[config.mk]
export PLATFORM = sky130hd
export DESIGN_NAME = wdog_grace
export DESIGN_NICKNAME = d
export VERILOG_FILES = /design/src/rtl/wdg_pkg.sv /design/src/rtl/wdg_tick_cnt.sv /design/src/rtl/wdg_span_cnt.sv /design/src/rtl/wdog_grace.sv
export SDC_FILE = /design/constraint.sdc
export NUM_CORES = 1
export LEC_CHECK = 0
export CAP_MARGIN = 20
export CORE_MARGIN = 3
export CORE_UTILIZATION = 36
export DETAILED_ROUTE_END_ITERATION = 8
export PLACE_DENSITY_LB_ADDON = 0.2
export SLEW_MARGIN = 10
export SYNTH_ARGS = -nofsm -noshare
export SYNTH_HDL_FRONTEND = slang
export SYNTH_HIERARCHICAL = 1
export SYNTH_SLANG_ARGS = --single-unit
[constraint.sdc]
create_clock -name clk_i -period 2.1 [get_ports clk_i]
set_clock_uncertainty 0.2 [all_clocks]
set_input_delay 0.21 -clock clk_i [delete_from_list [all_inputs] [get_ports clk_i]]
set_output_delay 0.21 -clock clk_i [all_outputs]
set_load 0.02 [all_outputs]
[src/rtl/wdg_pkg.sv]
package wdg_pkg;
  typedef enum logic [1:0] {
    ST_RUN   = 2'd0,
    ST_GRACE = 2'd1,
    ST_HOLD  = 2'd2
  } wdg_st_e;
endpackage

[src/rtl/wdg_tick_cnt.sv]
module wdg_tick_cnt #(
  parameter int BASE_LOG = 4,
  parameter int SEL_W    = 2
) (
  input  logic             clk_i,
  input  logic             rst_ni,
  input  logic             clr_i,
  input  logic [SEL_W-1:0] tsel_i,
  output logic             hit_o
);
  localparam int NSEL = 1 << SEL_W;
  localparam int CW   = BASE_LOG + NSEL;

  logic [CW-1:0] cnt_q;
  logic [CW-1:0] lim_m1 [NSEL];

  for (genvar g = 0; g < NSEL; g++) begin : g_lim
    assign lim_m1[g] = CW'((64'd1 << (BASE_LOG + g)) - 64'd1);
  end

  // >= keeps a lowered select from waiting a full wrap
  assign hit_o = !clr_i && (cnt_q >= lim_m1[tsel_i]);

  always_ff @(posedge clk_i or negedge rst_ni) begin
    if (!rst_ni)    cnt_q <= '0;
    else if (clr_i) cnt_q <= '0;
    else            cnt_q <= cnt_q + 1'b1;
  end
endmodule

[src/rtl/wdg_span_cnt.sv]
module wdg_span_cnt #(
  parameter int LEN = 512
) (
  input  logic clk_i,
  input  logic rst_ni,
  input  logic run_i,
  output logic first_o,
  output logic last_o
);
  localparam int W = (LEN > 2) ? $clog2(LEN) : 1;

  logic [W-1:0] cnt_q;

  assign first_o = run_i && (cnt_q == '0);
  assign last_o  = run_i && (cnt_q == W'(LEN - 1));

  always_ff @(posedge clk_i or negedge rst_ni) begin
    if (!rst_ni)     cnt_q <= '0;
    else if (!run_i) cnt_q <= '0;
    else             cnt_q <= cnt_q + 1'b1;
  end
endmodule

[src/rtl/wdog_grace.sv]
module wdog_grace #(
  parameter int BASE_LOG  = 4,
  parameter int GRACE_CYC = 512,
  parameter int HOLD_CYC  = 2
) (
  input  logic       clk_i,
  input  logic       rst_ni,
  input  logic       restart_i,
  input  logic [1:0] tsel_i,
  input  logic       rst_en_i,
  input  logic       irq_clr_i,
  output logic       irq_o,
  output logic       rst_req_o,
  output logic       rst_flag_set_o
);
  import wdg_pkg::*;

  wdg_st_e st_q, st_d;
  logic    irq_q, irq_d;
  logic    hit, win_last, win_first, hold_first, hold_last;
  logic    in_run, in_grace, in_hold;

  assign in_run   = (st_q == ST_RUN);
  assign in_grace = (st_q == ST_GRACE);
  assign in_hold  = (st_q == ST_HOLD);

  wdg_tick_cnt #(.BASE_LOG(BASE_LOG), .SEL_W(2)) u_tick (
    .clk_i  (clk_i),
    .rst_ni (rst_ni),
    .clr_i  (!in_run || restart_i),
    .tsel_i (tsel_i),
    .hit_o  (hit)
  );

  wdg_span_cnt #(.LEN(GRACE_CYC)) u_window (
    .clk_i   (clk_i),
    .rst_ni  (rst_ni),
    .run_i   (in_grace),
    .first_o (win_first),
    .last_o  (win_last)
  );

  wdg_span_cnt #(.LEN(HOLD_CYC)) u_hold (
    .clk_i   (clk_i),
    .rst_ni  (rst_ni),
    .run_i   (in_hold),
    .first_o (hold_first),
    .last_o  (hold_last)
  );

  always_comb begin
    st_d = st_q;
    unique case (st_q)
      ST_RUN:   if (!restart_i && hit) st_d = ST_GRACE;
      ST_GRACE: begin
        if (restart_i)     st_d = ST_RUN;
        else if (win_last) st_d = rst_en_i ? ST_HOLD : ST_RUN;
      end
      ST_HOLD:  if (hold_last) st_d = ST_RUN;
      default:  st_d = ST_RUN;
    endcase
  end

  always_comb begin
    irq_d = irq_q;
    if (in_run && !restart_i && hit) irq_d = 1'b1;
    else if (hold_last)              irq_d = 1'b0;
    else if (irq_clr_i)              irq_d = 1'b0;
  end

  always_ff @(posedge clk_i or negedge rst_ni) begin
    if (!rst_ni) begin
      st_q  <= ST_RUN;
      irq_q <= 1'b0;
    end else begin
      st_q  <= st_d;
      irq_q <= irq_d;
    end
  end

  assign irq_o          = irq_q;
  assign rst_req_o      = in_hold;
  assign rst_flag_set_o = hold_first;

  logic unused_win_first;
  assign unused_win_first = win_first;
endmodule

==> summary.md, run 1 <==
Yosys
- **Netlist Area Pre-Place** 1070 um^2
- **total number of yosys warnings** 6
- **Synth Instances** 103
- **synthesized area per cell** 10.3 um^2
- **net count after synthesis** 117

STA
- **number of max-slew violations in the final report** 0
- **number of failing setup endpoints in the final timing report** 0
- **maximum achievable frequency** 0.500 GHz
- **Worst slew margin** 0.793
- **crit share post-route** 0.952
- **Tmin final** 2.00 ns
- **final hold slack** 0.0380 ns
- **unrepaired setup endpoints after global routing** false
- **number of hold-slack violations in the final timing report** 0
- **Worst Max-Slew Pin Slew** 0.310 ns

Cells and area
- **area overhead of the layout relative to synthesis** 17.1%
- **net total in the final layout** 133
- **Antenna Cells** 0
- **fraction of layout cells with a size suffix above 1** 0.119
- **Non-Filler Cell Area, Final** 1250 um^2

Clock tree
- **clock-pin slew on the worst setup and hold paths** 0.12 ns
- **total number of H-tree levels** 1
- **sink count of the clock tree** 21
- **Post-CTS Repair Setup Buffers** 0
- **Root Buffer Master** sky130_fd_sc_hd__clkbuf_4
- **buffer depth of the longest clock path** 2
- **insertion delay of the later-clocked pin in the worst-skew pair** 0.30 ns
- **hold-fix buffer count after cts** 0
- **clock tree from TritonCTS** built
- **CTS buffer count** 3

Run status
- **status** complete, no violations

Pwr
- **Max VDD drop** 0.277 mV
- **power per unit of standard cell area** 520 nW/um^2
- **Power Total** 0.000650 W
- **leakage power figure** 0.558 nW

Floorplanning
- **Starting Density** 0.383
- **die width** 60.4 um
- **full die area** 3650 um^2
- **top-level port count** 10
- **placeable core region** 2780 um^2
- **standard-cell row count** 19
- **Die Y-Extent** 60.4 um

Run
- **max-cap check violation count** 0

Global routing
- **maximum number of pins on one net before global-route repair** 22
- **global routing usage summed across all routing layers** 0.117
- **sum of overflow across all layers after global routing** 0
- **number of global-route vias before repair** 737
- **first-pass GRT wire length** 3.15 mm
- **antenna violations before repair** 0

Routing
- **Avg WL per Cell** 12.3 um
- **final routed wirelength across all metal layers** 1.83 mm
- **number of DRC markers after the initial detailed-route iteration** 34
- **Post-route DRC** 0
- **vias per cell** 5.19
- **antenna-violating nets left** 0
- **number of optimization iterations in the first detailed-route pass** 3
- **overall via count from detail_route** 773

Worst setup path
- **terminus of the critical flop-to-flop path** st_q[0]$_DFFE_PN0P_
- **Setup crit start kind** flip-flop
- **Crit Path Max Fanout** 7
- **Crit. End Element** output pin
- **arrival time at the worst endpoint** 1.59 ns
- **Critical Setup Path Class** flip-flop to output pin
- **minimum setup slack among reg-to-reg paths** 0.20 ns
- **worst setup path startpoint** st_q[0]$_DFFE_PN0P_
- **critical path data required time** 1.69 ns
- **Worst setup endpoint** rst_req_o
- **startpoint of the most critical register-to-register path** u_tick/cnt_q[5]$_DFF_PN0_
- **cells on worst reg2reg path** 6

Placement
- **Final Wtd Congestion** 0.700
- **quantity of I/O buffers inserted on ports** 9
- **instance area at placement** 1220 um^2
- **Detailed Place HPWL** 1.35 mm

Hold path
- **worst hold-check path type** primary input to asynchronous set/reset pin

## where the power goes
| group | total, W | switching (W) | internal [W] |
|---|---|---|---|
| registers | 0.000414 | 0.00000504 | 0.000409 |
| logic | 0.0000412 | 0.0000196 | 0.0000216 |
| clock network | 0.000194 | 0.000123 | 0.0000710 |
| total | 0.000650 | 0.000148 | 0.000502 |
## worst min-delay path by stage
| stage | to | slack (ns) | cells after the start |
|---|---|---|---|
| 3_3_place_gp | u_tick/cnt_q[0]$_DFF_PN0_ | 0.27 | 1 |
| 4_1_cts | irq_o$_DFFE_PN0P_ | 0.04 | 2 |
| 2_1_floorplan | irq_o$_DFFE_PN0P_ | -0.29 | 0 |
| 5_1_grt | u_hold/cnt_q$_DFF_PN0_ | 0.05 | 2 |
| 3_5_place_dp | u_tick/cnt_q[0]$_DFF_PN0_ | 0.27 | 1 |
| 6_report | irq_o$_DFFE_PN0P_ | 0.04 | 2 |
## final cells by class
| type | count | area, um^2 |
|---|---|---|
| well taps | 31 | 38.8 |
| clock inverters | 1 | 5.00 |
| flip-flops and latches | 21 | 526 |
| fillers | 287 | 1530 |
| multi-input cells | 74 | 515 |
| inverters | 6 | 22.5 |
| repair buffers | 13 | 119 |
| clock buffers | 3 | 22.5 |
## metal layers
metal,global-route usage,wire [um]
met4,0.0650,16
met3,0.0319,78
met2,0.177,853
met5,0,0
met1,0.152,884
## layout by cell type (no fill, tap or decap), types with 2 or more instances in the layout
cell type and n:
sky130_fd_sc_hd__xor2_1 2, sky130_fd_sc_hd__xnor2_1 4, sky130_fd_sc_hd__nand2_1 4, sky130_fd_sc_hd__a21oi_1 3
sky130_fd_sc_hd__inv_1 6, sky130_fd_sc_hd__dfrtp_1 21, sky130_fd_sc_hd__nand3_2 2, sky130_fd_sc_hd__nand3_1 7
sky130_fd_sc_hd__or3_1 5, sky130_fd_sc_hd__o21ai_0 5, sky130_fd_sc_hd__clkbuf_4 3, sky130_fd_sc_hd__and2_1 6
sky130_fd_sc_hd__buf_4 4, sky130_fd_sc_hd__ha_1 7, sky130_fd_sc_hd__nand4_1 2, sky130_fd_sc_hd__nor2b_1 3
sky130_fd_sc_hd__clkdlybuf4s50_1 8, sky130_fd_sc_hd__nor2_1 8
## stage by stage
stage / instances / setup slack, ns / util / setup TNS, ns
2_1_floorplan: 103 / 0.242 / - / 0
3_3_place_gp: 145 / -0.0940 / 0.438 / -0.0940
3_5_place_dp: 145 / -0.180 / 0.438 / -0.180
4_1_cts: 149 / 0.0790 / 0.447 / 0
5_1_grt: 149 / 0.00557 / 0.449 / 0
6_report: 149 / 0.101 / 0.449 / 0
## registers in the layout (all words and copies together), names as in the netlist
register / cells
irq_o: 1
st_q: 2
u_hold/cnt_q: 1
u_tick/cnt_q: 8
u_window/cnt_q: 9
## worst max-delay path, cell delays in order (launching register included)
cell                              delay [ns]
sky130_fd_sc_hd__dfrtp_1                0.45
sky130_fd_sc_hd__and2b_1                0.23
sky130_fd_sc_hd__clkdlybuf4s50_1        0.60
## what timing repair did
item / CTS / global route
pin swaps: 0 / 0
setup endpoints to repair: 1 / 1
cloned: 0 / 0
resized for setup: 1 / 1
Power figures use the tool's default switching activity.
==> run 2: changes to the inputs <==
- CORE_MARGIN: 3 -> 1
- HOLD_SLACK_MARGIN: not set -> 0.15
==> summary.md, run 2 (synthesis gave the netlist of run 1 again) <==
Run status
- **status** complete, no violations

Routing
- **vias per cell** 4.97, -4.3%
- **Post-route DRC** 0, unchanged
- **overall via count from detail_route** 745, -3.6%
- **number of DRC markers after the initial detailed-route iteration** 18, -47%
- **number of optimization iterations in the first detailed-route pass** 3, unchanged
- **antenna-violating nets left** 0, unchanged
- **final routed wirelength across all metal layers** 1.76 mm, -3.9%
- **Avg WL per Cell** 11.7 um, -4.5%

Clock tree
- **clock tree from TritonCTS** built
- **total number of H-tree levels** 1, unchanged
- **CTS buffer count** 3, unchanged
- **insertion delay of the later-clocked pin in the worst-skew pair** 0.30 ns, about the same
- **sink count of the clock tree** 21, unchanged
- **Root Buffer Master** sky130_fd_sc_hd__clkbuf_4
- **Post-CTS Repair Setup Buffers** 0, unchanged
- **clock-pin slew on the worst setup and hold paths** 0.11 ns, about the same
- **buffer depth of the longest clock path** 2, unchanged

Cells and area
- **Antenna Cells** 0, unchanged
- **fraction of layout cells with a size suffix above 1** 0.109, -0.00940
- **net total in the final layout** 134, +0.75%
- **largest register by flop count** u_window/cnt_q
- **area overhead of the layout relative to synthesis** 17.6%
- **commonest cells after routing, fill and taps aside** 21 x sky130_fd_sc_hd__dfrtp_1, 8 x sky130_fd_sc_hd__nor2_1, 8 x sky130_fd_sc_hd__clkdlybuf4s50_1, 8 x sky130_fd_sc_hd__nand3_1, 7 x sky130_fd_sc_hd__ha_1
- **number of flip-flops in the largest register** 9, unchanged
- **post-layout utilization of the core** 0.451, +0.00180
- **most common cell after layout, fill and taps aside** sky130_fd_sc_hd__dfrtp_1
- **registers with the most flip-flops** u_window/cnt_q (9), u_tick/cnt_q (8), st_q (2)
- **Final Non-Filler Cells** 150, +0.67%

Global routing
- **antenna violations before repair** 0, unchanged
- **maximum number of pins on one net before global-route repair** 22, unchanged
- **global routing usage summed across all routing layers** 0.129, +0.0116
- **first-pass GRT wire length** 3.16 mm, +0.45%
- **sum of overflow across all layers after global routing** 0, unchanged
- **number of global-route vias before repair** 744, +0.95%

Worst setup path
- **startpoint of the most critical register-to-register path** u_tick/cnt_q[5]$_DFF_PN0_
- **Crit Path Max Fanout** 7, unchanged
- **total buffers and inverters traversed by the critical path** 1, unchanged
- **cells on worst reg2reg path** 6, unchanged
- **minimum setup slack among reg-to-reg paths** 0.18 ns, -0.02 ns
- **Critical Setup Path Class** flip-flop to output pin
- **arrival time at the worst endpoint** 1.59 ns, about the same
- **Largest stage delay, worst path** 0.60 ns, about the same
- **terminus of the critical flop-to-flop path** st_q[0]$_DFFE_PN0P_
- **Crit. End Element** output pin
- **Critical-path top delay cell** sky130_fd_sc_hd__clkdlybuf4s50_1
- **critical path data required time** 1.69 ns, about the same
- **Setup crit start kind** flip-flop
- **kind of cell adding the most delay to the critical path** buffers and inverters
- **CP Cell Sequence** and2b_1 -> clkdlybuf4s50_1

STA
- **number of max-slew violations in the final report** 0, unchanged
- **unrepaired setup endpoints after global routing** false
- **maximum achievable frequency** 0.501 GHz, about the same
- **number of failing setup endpoints in the final timing report** 0, unchanged
- **Worst slew margin** 0.794, +0.00164
- **crit share post-route** 0.951, about the same
- **final hold slack** 0.284 ns, +0.246 ns
- **minimum setup slack in the final design** 0.103 ns, +0.00154 ns
- **Tmin final** 2.00 ns, -0.00154 ns
- **Worst Max-Slew Pin Slew** 0.308 ns, -0.00246 ns
- **number of hold-slack violations in the final timing report** 0, unchanged
- **post-route setup TNS** 0 ns, unchanged

Floorplanning
- **Die Y-Extent** 56.4 um, -6.6%
- **top-level port count** 10, unchanged
- **die width** 56.4 um, -6.6%
- **Starting Density** 0.383, unchanged
- **placeable core region** 2780 um^2, unchanged
- **full die area** 3180 um^2, -13%
- **standard-cell row count** 19, unchanged

Pwr
- **leakage power figure** 0.563 nW, +0.74%
- **Max VDD drop** 0.294 mV, +6.3%
- **power per unit of standard cell area** 518 nW/um^2, -0.36%

Hold path
- **worst hold-check path type** flip-flop to flip-flop
- **Hold EP** u_tick/cnt_q[0]$_DFF_PN0_
- **Hold Path Cell Cnt** 1
- **beginning of the worst hold path** u_tick/cnt_q[0]$_DFF_PN0_

Placement
- **Detailed Place HPWL** 1.28 mm, -5.5%
- **worst slack after detailed placement** -0.133 ns, +0.0468 ns
- **Final Wtd Congestion** 0.778, +11%
- **quantity of I/O buffers inserted on ports** 9, unchanged
- **number of cells after detailed placement** 145, unchanged

Run
- **max-cap check violation count** 0, unchanged

run 2: changes by cell type in the layout (fill, tap and decap cells not counted):
cell                            change
sky130_fd_sc_hd__nand3_2            -1
sky130_fd_sc_hd__dlygate4sd3_1      +1
sky130_fd_sc_hd__nand3_1            +1
run 2: stage by stage:
step	cell area, um^2	total power [W]
4_1_cts	1250	0.000666
5_1_grt	1250	0.000691
2_1_floorplan	1070	0.000436
3_3_place_gp	1220	0.000463
6_report	1250	0.000650
3_5_place_dp	1220	0.000464
run 2: what timing repair did:
| item | in CTS | in global routing |
|---|---|---|
| hold buffers | 1 | 0 |
| hold endpoints to repair | 21 | 0 |
| gates resized for setup | 1 | 0 |
| endpoints found under the setup margin | 1 | 0 |
run 2: worst max path at each step:
stage / start / endpoint / slack, ns / depth (start not counted)
global placement: tsel_i[1] / st_q[0]$_DFFE_PN0P_ / -0.09 / 8
finish: st_q[0]$_DFFE_PN0P_ / rst_req_o / 0.10 / 2
floorplan: st_q[0]$_DFFE_PN0P_ / st_q[0]$_DFFE_PN0P_ / 0.24 / 5
CTS: st_q[0]$_DFFE_PN0P_ / rst_req_o / 0.08 / 2
global route: u_tick/cnt_q[5]$_DFF_PN0_ / st_q[0]$_DFFE_PN0P_ / 0.006 / 6
detailed placement: tsel_i[1] / st_q[0]$_DFFE_PN0P_ / -0.13 / 8
run 2: worst reg2reg max path, cell delays in order (launching register included):
cell,delay (ns)
sky130_fd_sc_hd__dfrtp_1,0.44
sky130_fd_sc_hd__ha_1,0.32
sky130_fd_sc_hd__nand3_1,0.08
sky130_fd_sc_hd__or2_1,0.21
sky130_fd_sc_hd__a31oi_1,0.16
sky130_fd_sc_hd__nor2_1,0.06
sky130_fd_sc_hd__a2111oi_1,0.35
run 2: layout make-up:
class                           count  area, um^2
Fill cell                         263        1530
Sequential cell                    21         526
Multi-Input combinational cell     74         510
Timing Repair Buffer               14         129
Tap cell                           31        38.8
Clock buffer                        3        22.5
Inverter                            6        22.5
Clock inverter                      1        5.00
run 2: layer usage:
| metal | routed length, um | share of wire | GRT usage |
|---|---|---|---|
| met5 | 0 | 0 | 0 |
| met4 | 13 | 0.0074 | 0.0627 |
| met3 | 57 | 0.032 | 0.0300 |
| met2 | 799 | 0.45 | 0.214 |
| met1 | 890 | 0.51 | 0.157 |
run 2: where the power goes:
group / internal, W / switching, W
registers: 0.000409 / 0.00000461
clock network: 0.0000710 / 0.000122
logic: 0.0000228 / 0.0000203
total: 0.000503 / 0.000147
==> run 3: changes to the inputs <==
- CORE_ASPECT_RATIO: not set -> 2
- SYNTH_HIERARCHICAL: 1 -> not set
==> summary.md, run 3 <==
Worst setup path
- **arrival time at the worst endpoint** 1.49 ns, -0.10 ns
- **CP Cell Sequence** nor2b_1 -> clkdlybuf4s50_1
- **Crit. End Element** output pin
- **Setup crit start kind** flip-flop
- **total buffers and inverters traversed by the critical path** 1, unchanged
- **Critical-path top delay cell** sky130_fd_sc_hd__clkdlybuf4s50_1
- **kind of cell adding the most delay to the critical path** buffers and inverters
- **Critical Setup Path Class** flip-flop to output pin
- **Crit Path Max Fanout** 7, unchanged
- **Largest stage delay, worst path** 0.62 ns, +0.02 ns
- **critical path data required time** 1.69 ns, about the same

Clock tree
- **Root Buffer Master** sky130_fd_sc_hd__clkbuf_8
- **clock-pin slew on the worst setup and hold paths** 0.07 ns, -0.04 ns
- **buffer depth of the longest clock path** 2, unchanged
- **sink count of the clock tree** 21, unchanged
- **insertion delay of the later-clocked pin in the worst-skew pair** 0.25 ns, -0.05 ns
- **Post-CTS Repair Setup Buffers** 0, unchanged
- **clock tree from TritonCTS** built
- **CTS buffer count** 3, unchanged
- **total number of H-tree levels** 1, unchanged

STA
- **maximum achievable frequency** 0.527 GHz, +5.3%
- **post-route setup TNS** 0 ns, unchanged
- **Worst slew margin** 0.814, +0.0193
- **number of failing setup endpoints in the final timing report** 0, unchanged
- **crit share post-route** 0.904, -0.0475
- **number of hold-slack violations in the final timing report** 0, unchanged
- **Worst Max-Slew Pin Slew** 0.280 ns, -0.0282 ns
- **unrepaired setup endpoints after global routing** false
- **Tmin final** 1.90 ns, -0.0998 ns
- **number of max-slew violations in the final report** 0, unchanged

Run
- **max-cap check violation count** 0, unchanged

Yosys
- **area fraction of the dominant cell type after synthesis** 0.522
- **most used standard cell by instance count after synthesis** sky130_fd_sc_hd__dfrtp_1
- **flip-flop cell with the highest count after synthesis** sky130_fd_sc_hd__dfrtp_1
- **cells taking the most area after synthesis** sky130_fd_sc_hd__dfrtp_1 52%, sky130_fd_sc_hd__ha_1 7.5%, sky130_fd_sc_hd__a21oi_1 4.5%
- **Yosys top cell by area** sky130_fd_sc_hd__dfrtp_1
- **proportion of synthesized flip-flops having asynchronous set or reset** 1.00
- **Netlist Area Pre-Place** 1010 um^2, -5.6%
- **number of library cell types mapped by synthesis** 26
- **total number of yosys warnings** 0, -6
- **number of enable-type register cells in the synthesized netlist** 0
- **Synth Instances** 100, -2.9%
- **most used standard cells in the synthesized netlist** 21 x sky130_fd_sc_hd__dfrtp_1, 11 x sky130_fd_sc_hd__nor2_1, 9 x sky130_fd_sc_hd__a21oi_1, 8 x sky130_fd_sc_hd__nand3_1, 7 x sky130_fd_sc_hd__nand2_1
- **fraction of the yosys area taken by sequential cells** 0.522
- **post-synthesis register bit count** 21
- **net count after synthesis** 113, -3.4%
- **synthesized area per cell** 10.1 um^2, -2.8%

Placement
- **instance area at placement** 1140 um^2, -6.2%
- **Final Wtd Congestion** 0.698, -10%
- **Detailed Place HPWL** 1.52 mm, +19%
- **quantity of I/O buffers inserted on ports** 9, unchanged
- **number of cells after detailed placement** 138, -4.8%

Cells and area
- **Antenna Cells** 0, unchanged
- **commonest cells after routing, fill and taps aside** 21 x sky130_fd_sc_hd__dfrtp_1, 11 x sky130_fd_sc_hd__nor2_1, 9 x sky130_fd_sc_hd__a21oi_1, 8 x sky130_fd_sc_hd__nand3_1, 8 x sky130_fd_sc_hd__clkdlybuf4s50_1
- **fraction of layout cells with a size suffix above 1** 0.0609, -0.0484
- **net total in the final layout** 129, -3.7%
- **Final Non-Filler Cells** 143, -4.7%
- **registers with the most flip-flops** u_window.cnt_q (9), u_tick.cnt_q (8), st_q (2)
- **number of flip-flops in the largest register** 9, unchanged
- **area overhead of the layout relative to synthesis** 18.9%
- **Non-Filler Cell Area, Final** 1200 um^2, -4.6%
- **largest register by flop count** u_window.cnt_q
- **most common cell after layout, fill and taps aside** sky130_fd_sc_hd__dfrtp_1

Routing
- **Avg WL per Cell** 13.5 um, +15%
- **overall via count from detail_route** 785, +5.4%
- **antenna-violating nets left** 0, unchanged
- **Post-route DRC** 0, unchanged
- **vias per cell** 5.49, +11%
- **number of optimization iterations in the first detailed-route pass** 4, +1
- **number of DRC markers after the initial detailed-route iteration** 14, -4
- **final routed wirelength across all metal layers** 1.94 mm, +10%

Floorplanning
- **full die area** 3020 um^2, -5.0%
- **top-level port count** 10, unchanged
- **placeable core region** 2600 um^2, -6.4%
- **Starting Density** 0.387, +0.00327
- **Die Y-Extent** 76.8 um, +36%
- **standard-cell row count** 26, +7
- **die width** 39.4 um, -30%

Global routing
- **sum of overflow across all layers after global routing** 0, unchanged
- **antenna violations before repair** 0, unchanged
- **number of global-route vias before repair** 814, +9.4%
- **first-pass GRT wire length** 3.33 mm, +5.2%
- **global routing usage summed across all routing layers** 0.158, +0.0290
- **maximum number of pins on one net before global-route repair** 22, unchanged

Run status
- **status** complete, no violations

Pwr
- **Max VDD drop** 0.344 mV, +17%
- **leakage power figure** 0.544 nW, -3.4%
- **power per unit of standard cell area** 593 nW/um^2, +14%
- **Power Total** 0.000709 W, +9.2%

Hold path
- **worst hold-check path type** flip-flop to flip-flop

-- run 3: stage by stage --
step | hold WS (ns) | worst slack, ns | util
2_1_floorplan | -0.286 | 0.451 | -
3_5_place_dp | 0.262 | 0.212 | 0.439
6_report | 0.274 | 0.202 | 0.460
4_1_cts | 0.272 | 0.193 | 0.460
5_1_grt | 0.285 | 0.137 | 0.460
3_3_place_gp | 0.249 | 0.244 | 0.439
-- run 3: area by class of cell --
| cell class | count | area (um^2) |
|---|---|---|
| well taps | 28 | 35.0 |
| repair buffers | 12 | 114 |
| inverters | 1 | 3.75 |
| flip-flops and latches | 21 | 526 |
| clock buffers | 4 | 45.0 |
| multi-input cells | 77 | 473 |
| fillers | 268 | 1410 |
-- run 3: metal layers --
layer,part of all wire,vias to the layer above,routed length [um],global-route usage
li1,-,383,-,-
met1,0.36,390,703,0.149
met2,0.60,7,1160,0.295
met3,0.013,5,25,0.0173
met4,0.025,0,49,0.0828
met5,0,-,0,0
-- run 3: cells by family (layout without fill, tap and decap cells) --
| logic type | Yosys count | count (layout) | synth area share |
|---|---|---|---|
| compound gates | 19 | 19 | 0.111 |
| xor+xnor | 6 | 6 | 0.0522 |
| fa+ha+maj | 6 | 6 | 0.0746 |
| buf+inv | 2 | 17 | 0.00746 |
| flops | 21 | 21 | 0.522 |
| simple gates | 46 | 46 | 0.233 |
-- run 3: repair_timing --
item | 4_1_cts | 5_1_grt
gates resized for setup | 1 | 0
setup endpoints to repair | 1 | 0
hold buffers | 1 | 0
hold endpoints to repair | 21 | 0
-- run 3: report_power, final --
group	switching, W	internal (W)
clock network	0.000120	0.000135
logic	0.0000196	0.0000200
registers	0.00000526	0.000409
-- run 3: final timing paths --
check	startpoint	endpoint	slack (ns)	cells after the start
min in group asynchronous	rst_ni	u_tick.cnt_q[0]$_DFF_PN0_	0.65	3
worst min-delay path	u_window.cnt_q[0]$_DFF_PN0_	u_window.cnt_q[0]$_DFF_PN0_	0.27	1
worst min register to register	u_window.cnt_q[0]$_DFF_PN0_	u_window.cnt_q[0]$_DFF_PN0_	0.27	1
worst max register to register	u_tick.cnt_q[0]$_DFF_PN0_	u_tick.cnt_q[6]$_DFF_PN0_	0.49	4
max in group asynchronous	rst_ni	u_tick.cnt_q[6]$_DFF_PN0_	0.84	3
worst max-delay path	st_q[1]$_DFFE_PN0P_	rst_req_o	0.20	2
